## config.mk

```make
export PLATFORM = sky130hd
export DESIGN_NAME = countdown_alarm
export DESIGN_NICKNAME = d
export VERILOG_FILES = /design/src/rtl/calarm_pkg.sv /design/src/rtl/calarm_regfile.sv /design/src/rtl/calarm_countdown.sv /design/src/rtl/calarm_week.sv /design/src/rtl/countdown_alarm.sv
export SDC_FILE = /design/constraint.sdc
export NUM_CORES = 1
export LEC_CHECK = 0
export BUFFER_PORTS_ARGS = -buffer_cell sky130_fd_sc_hd__buf_2
export CAP_MARGIN = 20
export CORE_MARGIN = 4
export CORE_UTILIZATION = 45
export DETAILED_ROUTE_END_ITERATION = 10
export MAX_ROUTING_LAYER = met4
export PLACE_DENSITY = 0.66
export SKIP_CTS_REPAIR_TIMING = 1
export SLEW_MARGIN = 40
export SYNTH_ARGS = -nofsm -noshare
export SYNTH_HDL_FRONTEND = slang
export SYNTH_HIERARCHICAL = 1
export SYNTH_SLANG_ARGS = --single-unit
```

## constraint.sdc

```tcl
create_clock -name clk -period 3.1 [get_ports clk]
set_input_delay 0.465 -clock clk [delete_from_list [all_inputs] [get_ports clk]]
set_output_delay 0.465 -clock clk [all_outputs]
set_load 0.01 [all_outputs]
```

## src/rtl/calarm_pkg.sv

```systemverilog
package calarm_pkg;

    localparam int unsigned ADDR_W = 8;

    localparam logic [ADDR_W-1:0] OFS_LOAD    = 8'h20;
    localparam logic [ADDR_W-1:0] OFS_REMAIN  = 8'h24;
    localparam logic [ADDR_W-1:0] OFS_CNT_EN  = 8'h28;
    localparam logic [ADDR_W-1:0] OFS_IRQ_EN  = 8'h2C;
    localparam logic [ADDR_W-1:0] OFS_PEND    = 8'h30;
    localparam logic [ADDR_W-1:0] OFS_WK_EN   = 8'h44;
    localparam logic [ADDR_W-1:0] OFS_WK_IE   = 8'h48;
    localparam logic [ADDR_W-1:0] OFS_WK_PEND = 8'h4C;
    localparam logic [ADDR_W-1:0] OFS_WAKE_EN = 8'h50;

    typedef struct packed {
        logic load;
        logic cnt_en;
        logic irq_en;
        logic pend_w1c;
        logic wk_en;
        logic wk_ie;
        logic wk_w1c;
        logic wake_en;
    } wr_strobe_t;

    typedef struct packed {
        logic cnt_en;
        logic irq_en;
        logic wake_en;
    } ctrl_t;

    function automatic logic wr_hit(input logic wr,
                                    input logic [ADDR_W-1:0] addr,
                                    input logic [ADDR_W-1:0] ofs);
        return wr && (addr == ofs);
    endfunction

endpackage

```

## src/rtl/calarm_regfile.sv

```systemverilog
module calarm_regfile
    import calarm_pkg::*;
#(
    parameter int unsigned DATA_W = 32,
    parameter int unsigned CNT_W  = 32
) (
    input  logic              clk,
    input  logic              rst,
    input  logic              bus_wr,
    input  logic [ADDR_W-1:0] bus_addr,
    input  logic [DATA_W-1:0] bus_wdata,
    output wr_strobe_t        strobe,
    output ctrl_t             ctrl,
    output logic [CNT_W-1:0]  load_q
);

    always_comb begin
        strobe.load     = wr_hit(bus_wr, bus_addr, OFS_LOAD);
        strobe.cnt_en   = wr_hit(bus_wr, bus_addr, OFS_CNT_EN);
        strobe.irq_en   = wr_hit(bus_wr, bus_addr, OFS_IRQ_EN);
        strobe.pend_w1c = wr_hit(bus_wr, bus_addr, OFS_PEND) && bus_wdata[0];
        strobe.wk_en    = wr_hit(bus_wr, bus_addr, OFS_WK_EN);
        strobe.wk_ie    = wr_hit(bus_wr, bus_addr, OFS_WK_IE);
        strobe.wk_w1c   = wr_hit(bus_wr, bus_addr, OFS_WK_PEND) && bus_wdata[0];
        strobe.wake_en  = wr_hit(bus_wr, bus_addr, OFS_WAKE_EN);
    end

    always_ff @(posedge clk) begin
        if (rst) begin
            ctrl   <= '0;
            load_q <= '0;
        end else begin
            if (strobe.load)    load_q       <= bus_wdata[CNT_W-1:0];
            if (strobe.cnt_en)  ctrl.cnt_en  <= bus_wdata[0];
            if (strobe.irq_en)  ctrl.irq_en  <= bus_wdata[0];
            if (strobe.wake_en) ctrl.wake_en <= bus_wdata[0];
        end
    end

    // the load register holds what was written
    a_r2_load_kept: assert property (@(posedge clk) disable iff (rst)
        strobe.load |=> load_q == $past(bus_wdata[CNT_W-1:0]));

endmodule

```

## src/rtl/calarm_countdown.sv

```systemverilog
module calarm_countdown #(
    parameter int unsigned CNT_W = 32
) (
    input  logic             clk,
    input  logic             rst,
    input  logic             sec_tick,
    input  logic             cnt_en,
    input  logic             load_stb,
    input  logic [CNT_W-1:0] load_val,
    input  logic             pend_w1c,
    output logic [CNT_W-1:0] remain,
    output logic             pend
);

    localparam logic [CNT_W-1:0] ONE = CNT_W'(1);

    logic step;
    logic expire;

    assign step   = sec_tick && cnt_en && (remain != '0) && !load_stb;
    assign expire = step && (remain == ONE);

    always_ff @(posedge clk) begin
        if (rst) begin
            remain <= '0;
            pend   <= 1'b0;
        end else begin
            if (load_stb)
                remain <= load_val;
            else if (step)
                remain <= remain - ONE;

            if (expire)
                pend <= 1'b1;
            else if (pend_w1c)
                pend <= 1'b0;
        end
    end

    // a counting tick lowers the value by exactly one
    a_r3_tick_dec: assert property (@(posedge clk) disable iff (rst)
        (sec_tick && cnt_en && !load_stb && remain != '0)
        |=> remain == $past(remain) - ONE);

    // no tick and no load, no change
    a_r3_idle_hold: assert property (@(posedge clk) disable iff (rst)
        (!sec_tick && !load_stb) |=> $stable(remain));

    // zero is a resting state without a load
    a_r4_zero_parks: assert property (@(posedge clk) disable iff (rst)
        (remain == '0 && !load_stb) |=> (remain == '0));

    // reaching zero from one raises pending
    a_r5_expire_sets: assert property (@(posedge clk) disable iff (rst)
        (sec_tick && cnt_en && !load_stb && remain == ONE) |=> pend);

    // pending is sticky unless cleared
    a_r6_pend_sticky: assert property (@(posedge clk) disable iff (rst)
        (pend && !pend_w1c) |=> pend);

    // load beats a concurrent tick
    a_r10_load_wins: assert property (@(posedge clk) disable iff (rst)
        load_stb |=> remain == $past(load_val));

endmodule

```

## src/rtl/calarm_week.sv

```systemverilog
module calarm_week (
    input  logic clk,
    input  logic rst,
    input  logic en_wr,
    input  logic ie_wr,
    input  logic pend_w1c,
    input  logic wdata0,
    output logic wk_en,
    output logic wk_ie,
    output logic wk_pend
);

    always_ff @(posedge clk) begin
        if (rst) begin
            wk_en   <= 1'b0;
            wk_ie   <= 1'b0;
            wk_pend <= 1'b0;
        end else begin
            if (en_wr)    wk_en   <= wdata0;
            if (ie_wr)    wk_ie   <= wdata0;
            if (pend_w1c) wk_pend <= 1'b0;
        end
    end

    // the week pending bit never rises
    a_r9_week_quiet: assert property (@(posedge clk) disable iff (rst)
        !wk_pend |=> !wk_pend);

endmodule

```

## src/rtl/countdown_alarm.sv

```systemverilog
module countdown_alarm
    import calarm_pkg::*;
#(
    parameter int unsigned DATA_W = 32,
    parameter int unsigned CNT_W  = 32
) (
    input  logic              clk,
    input  logic              rst,
    input  logic              sec_tick,
    input  logic              bus_wr,
    input  logic [7:0]        bus_addr,
    input  logic [DATA_W-1:0] bus_wdata,
    output logic [DATA_W-1:0] bus_rdata,
    output logic              irq,
    output logic              wake
);

    localparam logic [DATA_W-1:0] ZERO = '0;

    wr_strobe_t       strobe;
    ctrl_t            ctrl;
    logic [CNT_W-1:0] load_q;
    logic [CNT_W-1:0] remain;
    logic             pend;
    logic             wk_en;
    logic             wk_ie;
    logic             wk_pend;

    calarm_regfile #(.DATA_W(DATA_W), .CNT_W(CNT_W)) u_regs (
        .clk       (clk),
        .rst       (rst),
        .bus_wr    (bus_wr),
        .bus_addr  (bus_addr),
        .bus_wdata (bus_wdata),
        .strobe    (strobe),
        .ctrl      (ctrl),
        .load_q    (load_q)
    );

    calarm_countdown #(.CNT_W(CNT_W)) u_count (
        .clk      (clk),
        .rst      (rst),
        .sec_tick (sec_tick),
        .cnt_en   (ctrl.cnt_en),
        .load_stb (strobe.load),
        .load_val (bus_wdata[CNT_W-1:0]),
        .pend_w1c (strobe.pend_w1c),
        .remain   (remain),
        .pend     (pend)
    );

    calarm_week u_week (
        .clk      (clk),
        .rst      (rst),
        .en_wr    (strobe.wk_en),
        .ie_wr    (strobe.wk_ie),
        .pend_w1c (strobe.wk_w1c),
        .wdata0   (bus_wdata[0]),
        .wk_en    (wk_en),
        .wk_ie    (wk_ie),
        .wk_pend  (wk_pend)
    );

    always_comb begin
        unique case (bus_addr)
            OFS_LOAD:    bus_rdata = DATA_W'(load_q);
            OFS_REMAIN:  bus_rdata = DATA_W'(remain);
            OFS_CNT_EN:  bus_rdata = {ZERO[DATA_W-1:1], ctrl.cnt_en};
            OFS_IRQ_EN:  bus_rdata = {ZERO[DATA_W-1:1], ctrl.irq_en};
            OFS_PEND:    bus_rdata = {ZERO[DATA_W-1:1], pend};
            OFS_WK_EN:   bus_rdata = {ZERO[DATA_W-1:1], wk_en};
            OFS_WK_IE:   bus_rdata = {ZERO[DATA_W-1:1], wk_ie};
            OFS_WK_PEND: bus_rdata = {ZERO[DATA_W-1:1], wk_pend};
            OFS_WAKE_EN: bus_rdata = {ZERO[DATA_W-1:1], ctrl.wake_en};
            default:     bus_rdata = ZERO;
        endcase
    end

    assign irq  = pend && ctrl.irq_en;
    assign wake = pend && ctrl.wake_en;

    // an interrupt rises only from a newly set or already set flag
    a_r7_irq_source: assert property (@(posedge clk) disable iff (rst)
        $rose(irq) |-> (pend && ctrl.irq_en));

    // wake falls when pending is cleared
    a_r8_wake_drops: assert property (@(posedge clk) disable iff (rst)
        (wake && strobe.pend_w1c && !(sec_tick && ctrl.cnt_en && remain == CNT_W'(1) && !strobe.load))
        |=> !wake);

endmodule

```

==> reports/summary.txt <==
Total GRT Usage = 0.215
Longest Clk Path Bufs = 2
Unrepaired setup endpoints after global routing = false
Part of the cycle the worst path needs = 0.879
CTS root buf = clkbuf_8
Design area = 5260 µm²
Largest net degree at the start of global routing = 61
Kind of critical path = flop to flop
DR pass1 iterations = 5
Max H-tree Level = 3
Placed Instances = 735
Hold_sp = bus_wdata[11]
Die area = 11,900 µm²
Layout cells sized above 1 = 0.211
CTS Sinks = 70
Worst vdd ir = 0.214 mV
Fin cells = 750
Static Leak = 2.05 nW
Iter 0 DRT Violations = 350
Initial antenna violation count = 0
Cells after Synth = 546
Post-route DRC = 0
Reg clk slew, reported paths = 0.08 ns
Post-synth design cell area = 4590 µm²
Hold Path Class = input port to flop
Crit path capture type = flop
Area grow syn2layout = 14.6%
Reg2Reg Depth = 5
Total congestion overflow = 0
Core ar. = 9860 µm²
Fin crit period = 2.73 ns
Initial core utilization = 0.465
Final ANT Viol Nets = 0
Crit start category = flop
Placed instance area = 5070 µm²
Max-cap violations = 0
Syn Nets = 592
# IOs = 78
Max-Slew Margin vs Limit = 0.588
Diodes inserted = 0
CP Data Required Time = 3.36 ns
# rows = 36
Average size of a mapped cell = 8.40 µm²
CTS tree = built
Total power = 1.80 mW
First-pass GRT wire length = 19,900 µm
Slew of the pin with the lowest slew margin = 0.613 ns
Worst Setup SP = u_count/remain[9]
Critical Path Fanout Max = 7
Worst slack at placement = 0.433 ns
Post-route setup slack = 0.374 ns
Total negative slack = 0 ns
Routed len/inst = 16.4 µm
GP Congestion = 0.910
Fin nets = 659
Cell area power density = 342 nW/µm²
FMAX = 0.367 GHz
Final core utilization = 0.533
Final hold slack = 0.365 ns
Hold path depth = 2
Number of port buffers = 77
Post-DP HPWL = 8770 µm
Final Hold Viols = 0
Final slew viol count = 0
WP data arrival = 2.98 ns
Vias in the first global route = 4,102
Status = finished, final reports clean
Via density = 5.73
Chip height = 109 µm
Clock buffer count from CTS = 9
RR Startpoint = u_count/remain[9]
Clock skew = 0.00555 ns
Final WL = 12,300 µm
Vias post-DR = 4,294
Die X = 109 µm
Final setup fails = 0
Worst-Skew Late Latency = 0.35 ns
Synth Warn # = 6
-- worst paths after layout --
| check | endpoint | slack, ns |
|---|---|---|
| worst max-delay path | u_count/remain[18] | 0.37 |
| worst min-delay path | u_count/remain[11] | 0.37 |
| worst max register to register | u_count/remain[18] | 0.37 |
| worst min register to register | u_regs/load_q[8] | 0.47 |
-- placed cells by master (no fill, tap or decap), types with 3 or more instances in the layout --
cell / instances
a21oi_1: 5
or3_2: 3
nand3_1: 13
dfxtp_1: 70
a2111oi_0: 3
nand2_1: 23
buf_4: 20
and4_1: 8
a311oi_1: 13
o31ai_1: 6
or4_4: 4
or4_1: 3
nor3b_1: 4
and3_1: 5
nand3b_1: 3
o2111a_1: 4
buf_2: 77
mux2i_1: 74
and2_1: 5
a211o_1: 4
a211oi_1: 5
nand2b_1: 70
clkbuf_8: 10
nor3_1: 13
nor2_1: 65
nand4_1: 14
o211ai_1: 3
nor4_1: 15
inv_1: 11
or3_1: 8
a31oi_1: 5
o21ai_0: 14
-- metal layers --
layer	global-route usage	routed length, µm
met3	0.0385	566
met1	0.276	5700
met4	0.0794	203
met5	-	0
met2	0.340	5800
-- registers in the layout, indices dropped and copies added, names as in the netlist --
signal	cells
u_regs/ctrl	3
u_week/wk_en	1
u_week/wk_ie	1
u_count/remain	32
u_regs/load_q	32
u_count/pend	1
-- report_power, final --
part	switching, mW	internal, mW
clock network	0.345	0.387
logic	0.0945	0.0696
registers	0.00172	0.900
-- cell type report --
class / count / area, µm²
Inverter: 11 / 41.3
Multi-Input combinational cell: 423 / 2900
Tap cell: 133 / 166
Sequential cell: 70 / 1400
Clock inverter: 4 / 47.5
Fill cell: 971 / 4610
Timing Repair Buffer: 98 / 556
Clock buffer: 11 / 141
-- critical path, stage by stage (launching register included) --
cell and delay (ns):
dfxtp_1 0.37, or4_4 0.56, or4_4 0.51, or3_4 0.41, or4_1 0.50, a311oi_1 0.29
No activity file was read; power rests on OpenSTA's default activity.
